### src/rtl/xpt_cfg_pkg.sv
package xpt_cfg_pkg;
  localparam int unsigned NUM_OUT_DEF = 8;
  localparam int unsigned SEL_W_DEF   = 3;

  typedef enum logic {
    LOAD_SERIAL   = 1'b0,
    LOAD_PARALLEL = 1'b1
  } load_mode_e;
endpackage

### src/rtl/xpt_sync.sv
module xpt_sync #(
  parameter int unsigned WIDTH = 1,
  parameter logic [WIDTH-1:0] RST_VAL = '0
) (
  input  logic             clk_i,
  input  logic             rst_ni,
  input  logic [WIDTH-1:0] d_i,
  output logic [WIDTH-1:0] q_o
);
  logic [WIDTH-1:0] s1_q, s2_q;

  always_ff @(posedge clk_i or negedge rst_ni) begin
    if (!rst_ni) begin
      s1_q <= RST_VAL;
      s2_q <= RST_VAL;
    end else begin
      s1_q <= d_i;
      s2_q <= s1_q;
    end
  end

  assign q_o = s2_q;
endmodule

### src/rtl/xpt_fall_det.sv
module xpt_fall_det (
  input  logic clk_i,
  input  logic rst_ni,
  input  logic lvl_i,
  output logic fall_o
);
  logic prev_q;

  // idle level of the shift clock is high
  always_ff @(posedge clk_i or negedge rst_ni) begin
    if (!rst_ni) prev_q <= 1'b1;
    else         prev_q <= lvl_i;
  end

  assign fall_o = prev_q & ~lvl_i;
endmodule

### src/rtl/xpt_cfg_store.sv
module xpt_cfg_store
  import xpt_cfg_pkg::*;
#(
  parameter int unsigned NUM_OUT = NUM_OUT_DEF,
  parameter int unsigned SEL_W   = SEL_W_DEF,
  localparam int unsigned GRP_W  = SEL_W + 2,
  localparam int unsigned WORD_W = NUM_OUT * GRP_W,
  localparam int unsigned ADDR_W = $clog2(NUM_OUT),
  localparam int unsigned PD_W   = SEL_W + 1
) (
  input  logic              clk_i,
  input  logic              fall_i,
  input  logic              hold_i,
  input  load_mode_e        mode_i,
  input  logic              sdi_i,
  input  logic [ADDR_W-1:0] addr_i,
  input  logic [PD_W-1:0]   pdata_i,
  output logic [WORD_W-1:0] word_o
);
  logic [WORD_W-1:0] shifted;
  logic [GRP_W-1:0]  par_grp;
  logic              load;

  assign shifted = {word_o[WORD_W-2:0], sdi_i};
  assign par_grp = {pdata_i[SEL_W], 1'b1, pdata_i[SEL_W-1:0]};
  assign load    = fall_i & ~hold_i;

  for (genvar g = 0; g < NUM_OUT; g++) begin : g_grp
    logic [GRP_W-1:0] grp_q;

    // no reset: contents are defined by the first full load
    always_ff @(posedge clk_i) begin
      if (load) begin
        if (mode_i == LOAD_SERIAL)
          grp_q <= shifted[g*GRP_W +: GRP_W];
        else if (addr_i == ADDR_W'(g))
          grp_q <= par_grp;
      end
    end

    assign word_o[g*GRP_W +: GRP_W] = grp_q;
  end
endmodule

### src/rtl/xpt_cfg_reg.sv
module xpt_cfg_reg
  import xpt_cfg_pkg::*;
#(
  parameter int unsigned NUM_OUT = NUM_OUT_DEF,
  parameter int unsigned SEL_W   = SEL_W_DEF,
  localparam int unsigned GRP_W  = SEL_W + 2,
  localparam int unsigned WORD_W = NUM_OUT * GRP_W,
  localparam int unsigned ADDR_W = $clog2(NUM_OUT),
  localparam int unsigned PD_W   = SEL_W + 1,
  localparam int unsigned SYNC_W = 4 + ADDR_W + PD_W
) (
  input  logic              clk_i,
  input  logic              rst_ni,
  input  logic              sclk_i,
  input  logic              sdata_i,
  input  logic              mode_i,
  input  logic              en_ni,
  input  logic [ADDR_W-1:0] addr_i,
  input  logic [PD_W-1:0]   pdata_i,
  output logic              sdo_o,
  output logic [WORD_W-1:0] word_o
);
  // idle: clock high, chip disabled
  localparam logic [SYNC_W-1:0] SYNC_RST = {1'b1, 2'b00, 1'b1, {(ADDR_W+PD_W){1'b0}}};

  logic [SYNC_W-1:0] raw, syn;
  logic              sclk_s, sdi_s, hold_s, sclk_fall;
  load_mode_e        mode_s;
  logic [ADDR_W-1:0] addr_s;
  logic [PD_W-1:0]   pdata_s;

  assign raw = {sclk_i, sdata_i, mode_i, en_ni, addr_i, pdata_i};

  xpt_sync #(.WIDTH(SYNC_W), .RST_VAL(SYNC_RST)) u_sync (
    .clk_i (clk_i),
    .rst_ni(rst_ni),
    .d_i   (raw),
    .q_o   (syn)
  );

  assign sclk_s  = syn[SYNC_W-1];
  assign sdi_s   = syn[SYNC_W-2];
  assign mode_s  = load_mode_e'(syn[SYNC_W-3]);
  assign hold_s  = syn[SYNC_W-4];
  assign addr_s  = syn[PD_W +: ADDR_W];
  assign pdata_s = syn[PD_W-1:0];

  xpt_fall_det u_fall (
    .clk_i (clk_i),
    .rst_ni(rst_ni),
    .lvl_i (sclk_s),
    .fall_o(sclk_fall)
  );

  xpt_cfg_store #(.NUM_OUT(NUM_OUT), .SEL_W(SEL_W)) u_store (
    .clk_i  (clk_i),
    .fall_i (sclk_fall),
    .hold_i (hold_s),
    .mode_i (mode_s),
    .sdi_i  (sdi_s),
    .addr_i (addr_s),
    .pdata_i(pdata_s),
    .word_o (word_o)
  );

  assign sdo_o = word_o[WORD_W-1];
endmodule

### config.mk
export PLATFORM = sky130hd
export DESIGN_NAME = xpt_cfg_reg
export DESIGN_NICKNAME = d
export VERILOG_FILES = /design/src/rtl/xpt_cfg_pkg.sv /design/src/rtl/xpt_sync.sv /design/src/rtl/xpt_fall_det.sv /design/src/rtl/xpt_cfg_store.sv /design/src/rtl/xpt_cfg_reg.sv
export SDC_FILE = /design/constraint.sdc
export NUM_CORES = 1
export LEC_CHECK = 0
export BUFFER_PORTS_ARGS = -buffer_cell sky130_fd_sc_hd__buf_4
export CORE_ASPECT_RATIO = 1.1
export CORE_UTILIZATION = 45
export CTS_CLUSTER_SIZE = 14
export DETAILED_ROUTE_END_ITERATION = 12
export HOLD_SLACK_MARGIN = 0.12
export PLACE_DENSITY = 0.69
export SLEW_MARGIN = 25
export SYNTH_ARGS = -nofsm -noshare
export SYNTH_HDL_FRONTEND = slang
export SYNTH_HIERARCHICAL = 1
export SYNTH_SLANG_ARGS = --single-unit
### constraint.sdc
create_clock -name clk_i -period 3.6 [get_ports clk_i]
set_input_delay 0.36 -clock clk_i [delete_from_list [all_inputs] [get_ports clk_i]]
set_output_delay 0.36 -clock clk_i [all_outputs]
set_load 0.03 [all_outputs]
==> impl_results.md, run 1 <==
- Die ar.: 5380 sq um
- Slowest cell on the critical path: dfrtp_1
- Total setup buffers inserted after CTS: 0
- Iteration-0 DRC Markers: 113
- TritonCTS buffer count: 9
- Synth top area share: 52.4%
- Yosys warnings: 6
- Fin. max-slew vios: 0
- Reg clk slew, reported paths: 0.07 ns
- Gr ovfl total: 0
- Fin. Hold Viols: 0
- PD cells: 502 nW/um^2
- CP max stage delay: 0.67 ns
- VDD IR max: 0.335 mV
- Clock root cell: clkbuf_8
- Most frequent cells after synthesis: 40 x edfxtp_1, 32 x inv_1, 32 x o21ai_0
- Kind of critical path: reg2reg
- Most common cell in the synthesized netlist: edfxtp_1
- Worst EP required: 3.56 ns
- Routability cong.: 0.698
- Synthesis-to-finish area growth: 28.4%
- NumNets Final: 237
- Worst skew pair latency: 0.32 ns
- Crit path capture type: flip-flop
- Via Count: 1,361
- Ys flop type: edfxtp_1
- I/O pin count: 54
- CP Data Arrival Time: 1.73 ns
- Worst Tran Pin Value: 0.781 ns
- Initial core utilization: 47.9%
- EDFF count, synth: 40
- Die height: 76.9 microns
- Final setup vio count: 0
- Top delay family on crit path: flip-flops
- TNS Setup: 0 ns
- Seq cells post-synth: 63
- DIE WIDTH: 70.1 microns
- HP Class: in2reg
- Syn Inst Count: 164
- Share of layout cells above drive strength 1: 37.6%
- Avg Inst Size Synth: 14.0 sq um
- Max Clock Freq: 567 MHz
- Initial antenna violation count: 0
- Setup WS pre-CTS: 1.84 ns
- Setup repair after global routing missed its margin: false
- Vias per cell: 4.78
- Routed Antenna Nets: 0
- Max_slew headroom: 48.0%
- Num Clock Sinks: 63
- Max Cap Viol: 0
- Max FO, Critical Path: 31
- First-pass GRT wire length: 6.32 mm
- Status: finished, final reports clean
- FF+latch area: 1780 sq um
- Avg WL per Cell: 13.9 microns
- Syn Nets: 177
- Fillers: 393
- Remaining DRCs: 0
- Dominant cell type by area after synthesis: edfxtp_1
- TritonRoute pass-1 iters: 4
- Port Buffer Count: 53
- Sequential fraction of the synthesis area: 77.8%
- Clock tree buffer depth: 2
- CP Launch Type: flip-flop
- Mapped Area: 2290 sq um
- TritonCTS clock tree: yes
- WL final: 3.97 mm
- Post-detailed-placement half-perimeter wirelength: 2.67 mm
- Minimum clock period: 1.76 ns
- Tot GR Track Use: 15.9%
- Diode count: 0
- Clk_skew: 0.00719 ns
- Synth area leaders: edfxtp_1 52%, dfrtp_1 20%, o21ai_0 7.0%, dfstp_2 5.7%, inv_1 5.2%
- Setup WS post-layout: 1.84 ns
- Leakage Power: 0.00128 uW
- Tcrit/Tclk final: 49.0%
- Htree depth: 3
- Cell variety after synth: 19
- Pin count of the biggest net entering global routing: 32
- Site Rows: 26
- Ys async rst share: 36.5%
- Core region area: 4780 sq um
- Area occupied by multi-input gates: 357 sq um
- Post-CTS resize count: 0
- Cts hold-fix bufs: 1
- Worst Path Buf+Inv: 1
- Vias in the first global route: 1,276
- Cells along the critical path: buf_4 > a21oi_1
[cell usage in the layout (no fill, tap or decap), types with 2 or more instances in the layout]
| master | Yosys | final |
|---|---|---|
| a21oi_2 | 3 | 3 |
| clkbuf_1 | 1 | 2 |
| nand3b_1 | 3 | 3 |
| dfstp_2 | 5 | 5 |
| dfrtp_1 | 18 | 18 |
| a21oi_1 | 5 | 5 |
| clkinv_2 | 0 | 3 |
| or2_2 | 8 | 8 |
| clkbuf_8 | 0 | 10 |
| edfxtp_1 | 40 | 40 |
| buf_4 | 1 | 55 |
| or3b_1 | 3 | 3 |
| nand2_1 | 4 | 4 |
| o21ai_0 | 32 | 32 |
| inv_1 | 32 | 32 |
[power by group]
part,internal (uW),leakage (uW),switching [uW]
Sequential,799,0.000625,14.8
Clock,336,0.000100,244
Combinational,33.2,0.000549,51.6
Total,1170,0.00128,310
[stage by stage]
step / instances / utilization, % / hold slack [ns] / total power, uW / instance area [sq um]
after global routing: 285 / 61.5 / 0.124 / 1540 / 2940
after global placement: 268 / 57.4 / 0.253 / 911 / 2740
after detailed placement: 268 / 57.4 / 0.260 / 913 / 2740
after floorplan: 164 / - / 0.0644 / 873 / 2290
after CTS: 285 / 61.5 / 0.128 / 1500 / 2940
final: 285 / 61.5 / 0.145 / 1480 / 2940
[registers in the layout, indices dropped and copies added (netlist names)]
register	count
u_fall/prev_q	1
u_sync/q_o	11
u_sync/s1_q	11
u_store/g_grp.grp_q	40
[routing by layer]
layer	track usage (%)	share of wire (%)
met1	22.3	47
met2	22.2	45
met5	0	0
met4	9.00	1.9
met3	4.34	6.7
[final cells by class]
class	count	area share [%]
inverters	32	4.08
well taps	56	2.38
flip-flops and latches	63	60.6
clock inverters	4	1.53
repair buffers	56	14.4
multi-input cells	62	12.1
clock buffers	12	4.93
[final timing paths]
check                                    start                         to  slack, ns  depth (start not counted)
worst max register to register   u_sync/q_o[8]  u_store/g_grp[3].grp_q[2]       1.84                          2
max in group asynchronous               rst_ni              u_sync/q_o[7]       2.87                          2
worst max-delay path             u_sync/q_o[8]  u_store/g_grp[3].grp_q[2]       1.84                          2
worst min register to register  u_sync/s1_q[1]              u_sync/q_o[1]       0.34                          0
worst min-delay path                pdata_i[2]             u_sync/s1_q[2]       0.15                          1
min in group asynchronous               rst_ni              u_sync/q_o[1]       0.45                          2
[logic make-up after synthesis]
| logic type | after synthesis | share of synthesized area, % |
|---|---|---|
| compound gates | 40 | 9.22 |
| simple gates | 22 | 6.33 |
| flops | 63 | 77.8 |
| buf+inv | 39 | 6.66 |
(Power assumes the default switching activity.)
==> run 2: changes to the inputs <==
--- a/config.mk
+++ b/config.mk
@@ -11,7 +11,7 @@
 export CTS_CLUSTER_SIZE = 14
 export DETAILED_ROUTE_END_ITERATION = 12
 export HOLD_SLACK_MARGIN = 0.12
-export PLACE_DENSITY = 0.69
+export PLACE_DENSITY = 0.71
 export SLEW_MARGIN = 25
 export SYNTH_ARGS = -nofsm -noshare
 export SYNTH_HDL_FRONTEND = slang
==> constraint.sdc (replaced) <==
create_clock -name clk_i -period 1.6 [get_ports clk_i]
set_input_delay 0.16 -clock clk_i [delete_from_list [all_inputs] [get_ports clk_i]]
set_output_delay 0.16 -clock clk_i [all_outputs]
set_load 0.03 [all_outputs]
==> run 2 against run 1 <==
Against the previous run: clock power is 140% higher; non-clock buffer count up 16; global-route usage is 2.1 points higher; total power is 130% higher; routed wire length rose by 7.4%; via count is 5.1% higher; worst setup slack got worse by 1.7 ns; die area unchanged.
==> impl_results.md, run 2 (synthesis results as in run 1) <==
- Top delay family on crit path: flip-flops
- Area occupied by multi-input gates: 359 sq um (+0.70%)
- Clock root cell: clkbuf_8
- Met3 GRT Util: 4.07% (-0.26 points)
- Gr ovfl total: 0 (unchanged)
- Port Buffer Count: 53 (unchanged)
- Initial antenna violation count: 0 (unchanged)
- Num Clock Sinks: 63 (unchanged)
- Tot GR Track Use: 18.0% (+2.1 points)
- TNS Setup: 0 ns (unchanged)
- Met1 usage: 23.0% (+0.78 points)
- Kind of critical path: reg2reg
- Worst Path Buf+Inv: 0 (-1)
- Max FO, Critical Path: 8 (-74%)
- Routability cong.: 0.667 (-4.5%)
- Tcrit/Tclk final: 93.9% (+45 points)
- Via Count: 1,431 (+5.1%)
- Max_slew headroom: 77.5% (+30 points)
- Max Clock Freq: 666 MHz (+17%)
- Status: finished, final reports clean
- Most frequent cells in the layout: 59 x buf_4, 40 x edfxtp_1, 32 x inv_1, 32 x o21ai_0, 18 x dfrtp_1
- Site Rows: 26 (unchanged)
- FF+latch area: 1780 sq um (unchanged)
- Grt met2 use: 27.9% (+5.7 points)
- Diode count: 0 (unchanged)
- Slowest cell on the critical path: dfrtp_1
- TritonCTS buffer count: 9 (unchanged)
- Fin. max-slew vios: 0 (unchanged)
- Remaining DRCs: 0 (unchanged)
- Pin count of the biggest net entering global routing: 45 (+41%)
- TritonRoute pass-1 iters: 4 (unchanged)
- Iteration-0 DRC Markers: 129 (+14%)
- Fillers: 374 (-4.8%)
- Routed Antenna Nets: 0 (unchanged)
- DIE WIDTH: 70.1 microns (unchanged)
- Clk_skew: 0.00714 ns (-0.0000466 ns)
- Fin. Hold Viols: 0 (unchanged)
- Leakage Power: 0.00136 uW (+6.8%)
- Clock tree buffer depth: 2 (unchanged)
- WL final: 4.27 mm (+7.4%)
- Total power: 3460 uW (+130%)
- Final setup vio count: 0 (unchanged)
- Die height: 76.9 microns (unchanged)
- Initial core utilization: 47.9% (unchanged)
- Max FFs per register: 40 (unchanged)
- Worst EP required: 1.60 ns (-1.96 ns)
- HP Class: in2async
- Commonest non-fill, non-tap cell in the layout: buf_4
- VDD IR max: 0.709 mV (+110%)
- Crit path capture type: flip-flop
- Total setup buffers inserted after CTS: 0 (unchanged)
- Core region area: 4780 sq um (unchanged)
- First-pass GRT wire length: 7.18 mm (+14%)
- Worst Tran Pin Value: 0.337 ns (-0.444 ns)
- Minimum clock period: 1.50 ns (-0.261 ns)
- Setup repair after global routing missed its margin: false
- Vias in the first global route: 1,447 (+13%)
- Cells along the critical path: or3b_1 > a21oi_2
- Worst skew pair latency: 0.33 ns (about the same)
- Die ar.: 5380 sq um (unchanged)
- NumNets Final: 253 (+6.8%)
- Largest Register: u_store/g_grp.grp_q
- CP Launch Type: flip-flop
- Reg clk slew, reported paths: 0.06 ns (about the same)
- Post-layout util: 65.3% (+3.8 points)
- Htree depth: 3 (unchanged)
- Hold slack: 0.254 ns (+0.109 ns)
- GR peak layer: met2
- Synthesis-to-finish area growth: 36.3%
- Vias per cell: 4.75 (-0.45%)
- Max Cap Viol: 0 (unchanged)
- Avg WL per Cell: 14.2 microns (+1.7%)
- I/O pin count: 54 (unchanged)
- Share of layout cells above drive strength 1: 38.0% (+0.40 points)
- CP max stage delay: 0.44 ns (-0.23 ns)
- PD cells: 1110 nW/um^2 (+120%)
- TritonCTS clock tree: yes
- Post-detailed-placement half-perimeter wirelength: 2.71 mm (+1.5%)
- CP Data Arrival Time: 1.50 ns (-0.23 ns)
run 2: routing by layer:
layer  vias up  part of all wire, %
met1       679                   44
met2        46                   50
met4         0                  1.4
li1        698                    -
met5         -                    0
met3         8                  4.4
run 2: power by group:
| group | total [uW] | switching [uW] | leakage (uW) | internal, uW |
|---|---|---|---|---|
| Clock | 1410 | 565 | 0.000109 | 842 |
| Sequential | 1820 | 25.7 | 0.000625 | 1800 |
| Combinational | 233 | 132 | 0.000627 | 101 |
| Total | 3460 | 723 | 0.00136 | 2740 |
run 2: stage by stage:
stage          cells  instance area, sq um  setup slack (ns)
2_1_floorplan    164                  2290            0.0815
3_3_place_gp     273                  2790             0.107
3_5_place_dp     273                  2790            0.0984
4_1_cts          301                  3120            0.0882
5_1_grt          301                  3120            0.0123
6_report         301                  3120            0.0981
run 2: final timing paths:
path	slack, ns	cells after the start	from	end
min in group clk_i	0.35	0	u_sync/s1_q[0]	u_sync/q_o[0]
hold reg to reg	0.35	0	u_sync/s1_q[0]	u_sync/q_o[0]
hold / removal	0.25	2	rst_ni	u_sync/s1_q[5]
max in group asynchronous	1.07	2	rst_ni	u_sync/q_o[10]
setup reg to reg	0.1	2	u_sync/q_o[5]	u_store/g_grp[1].grp_q[1]
setup / recovery	0.1	2	u_sync/q_o[5]	u_store/g_grp[1].grp_q[1]
run 2: cell type report:
type                       count  share of cell area (%)
inverter                      32                    3.84
clock buffer                  13                    5.41
timing repair buffer          72                    18.7
tap                           56                    2.24
sequential                    63                    57.1
multi-input combinational     62                    11.5
clock inverter                 3                    1.28
run 2: timing repair:
item | 4_1_cts | 5_1_grt
endpoints found under the setup margin | 0 | 16
hold buffers | 12 | 0
gates resized for setup | 0 | 1
hold endpoints to repair | 34 | 0
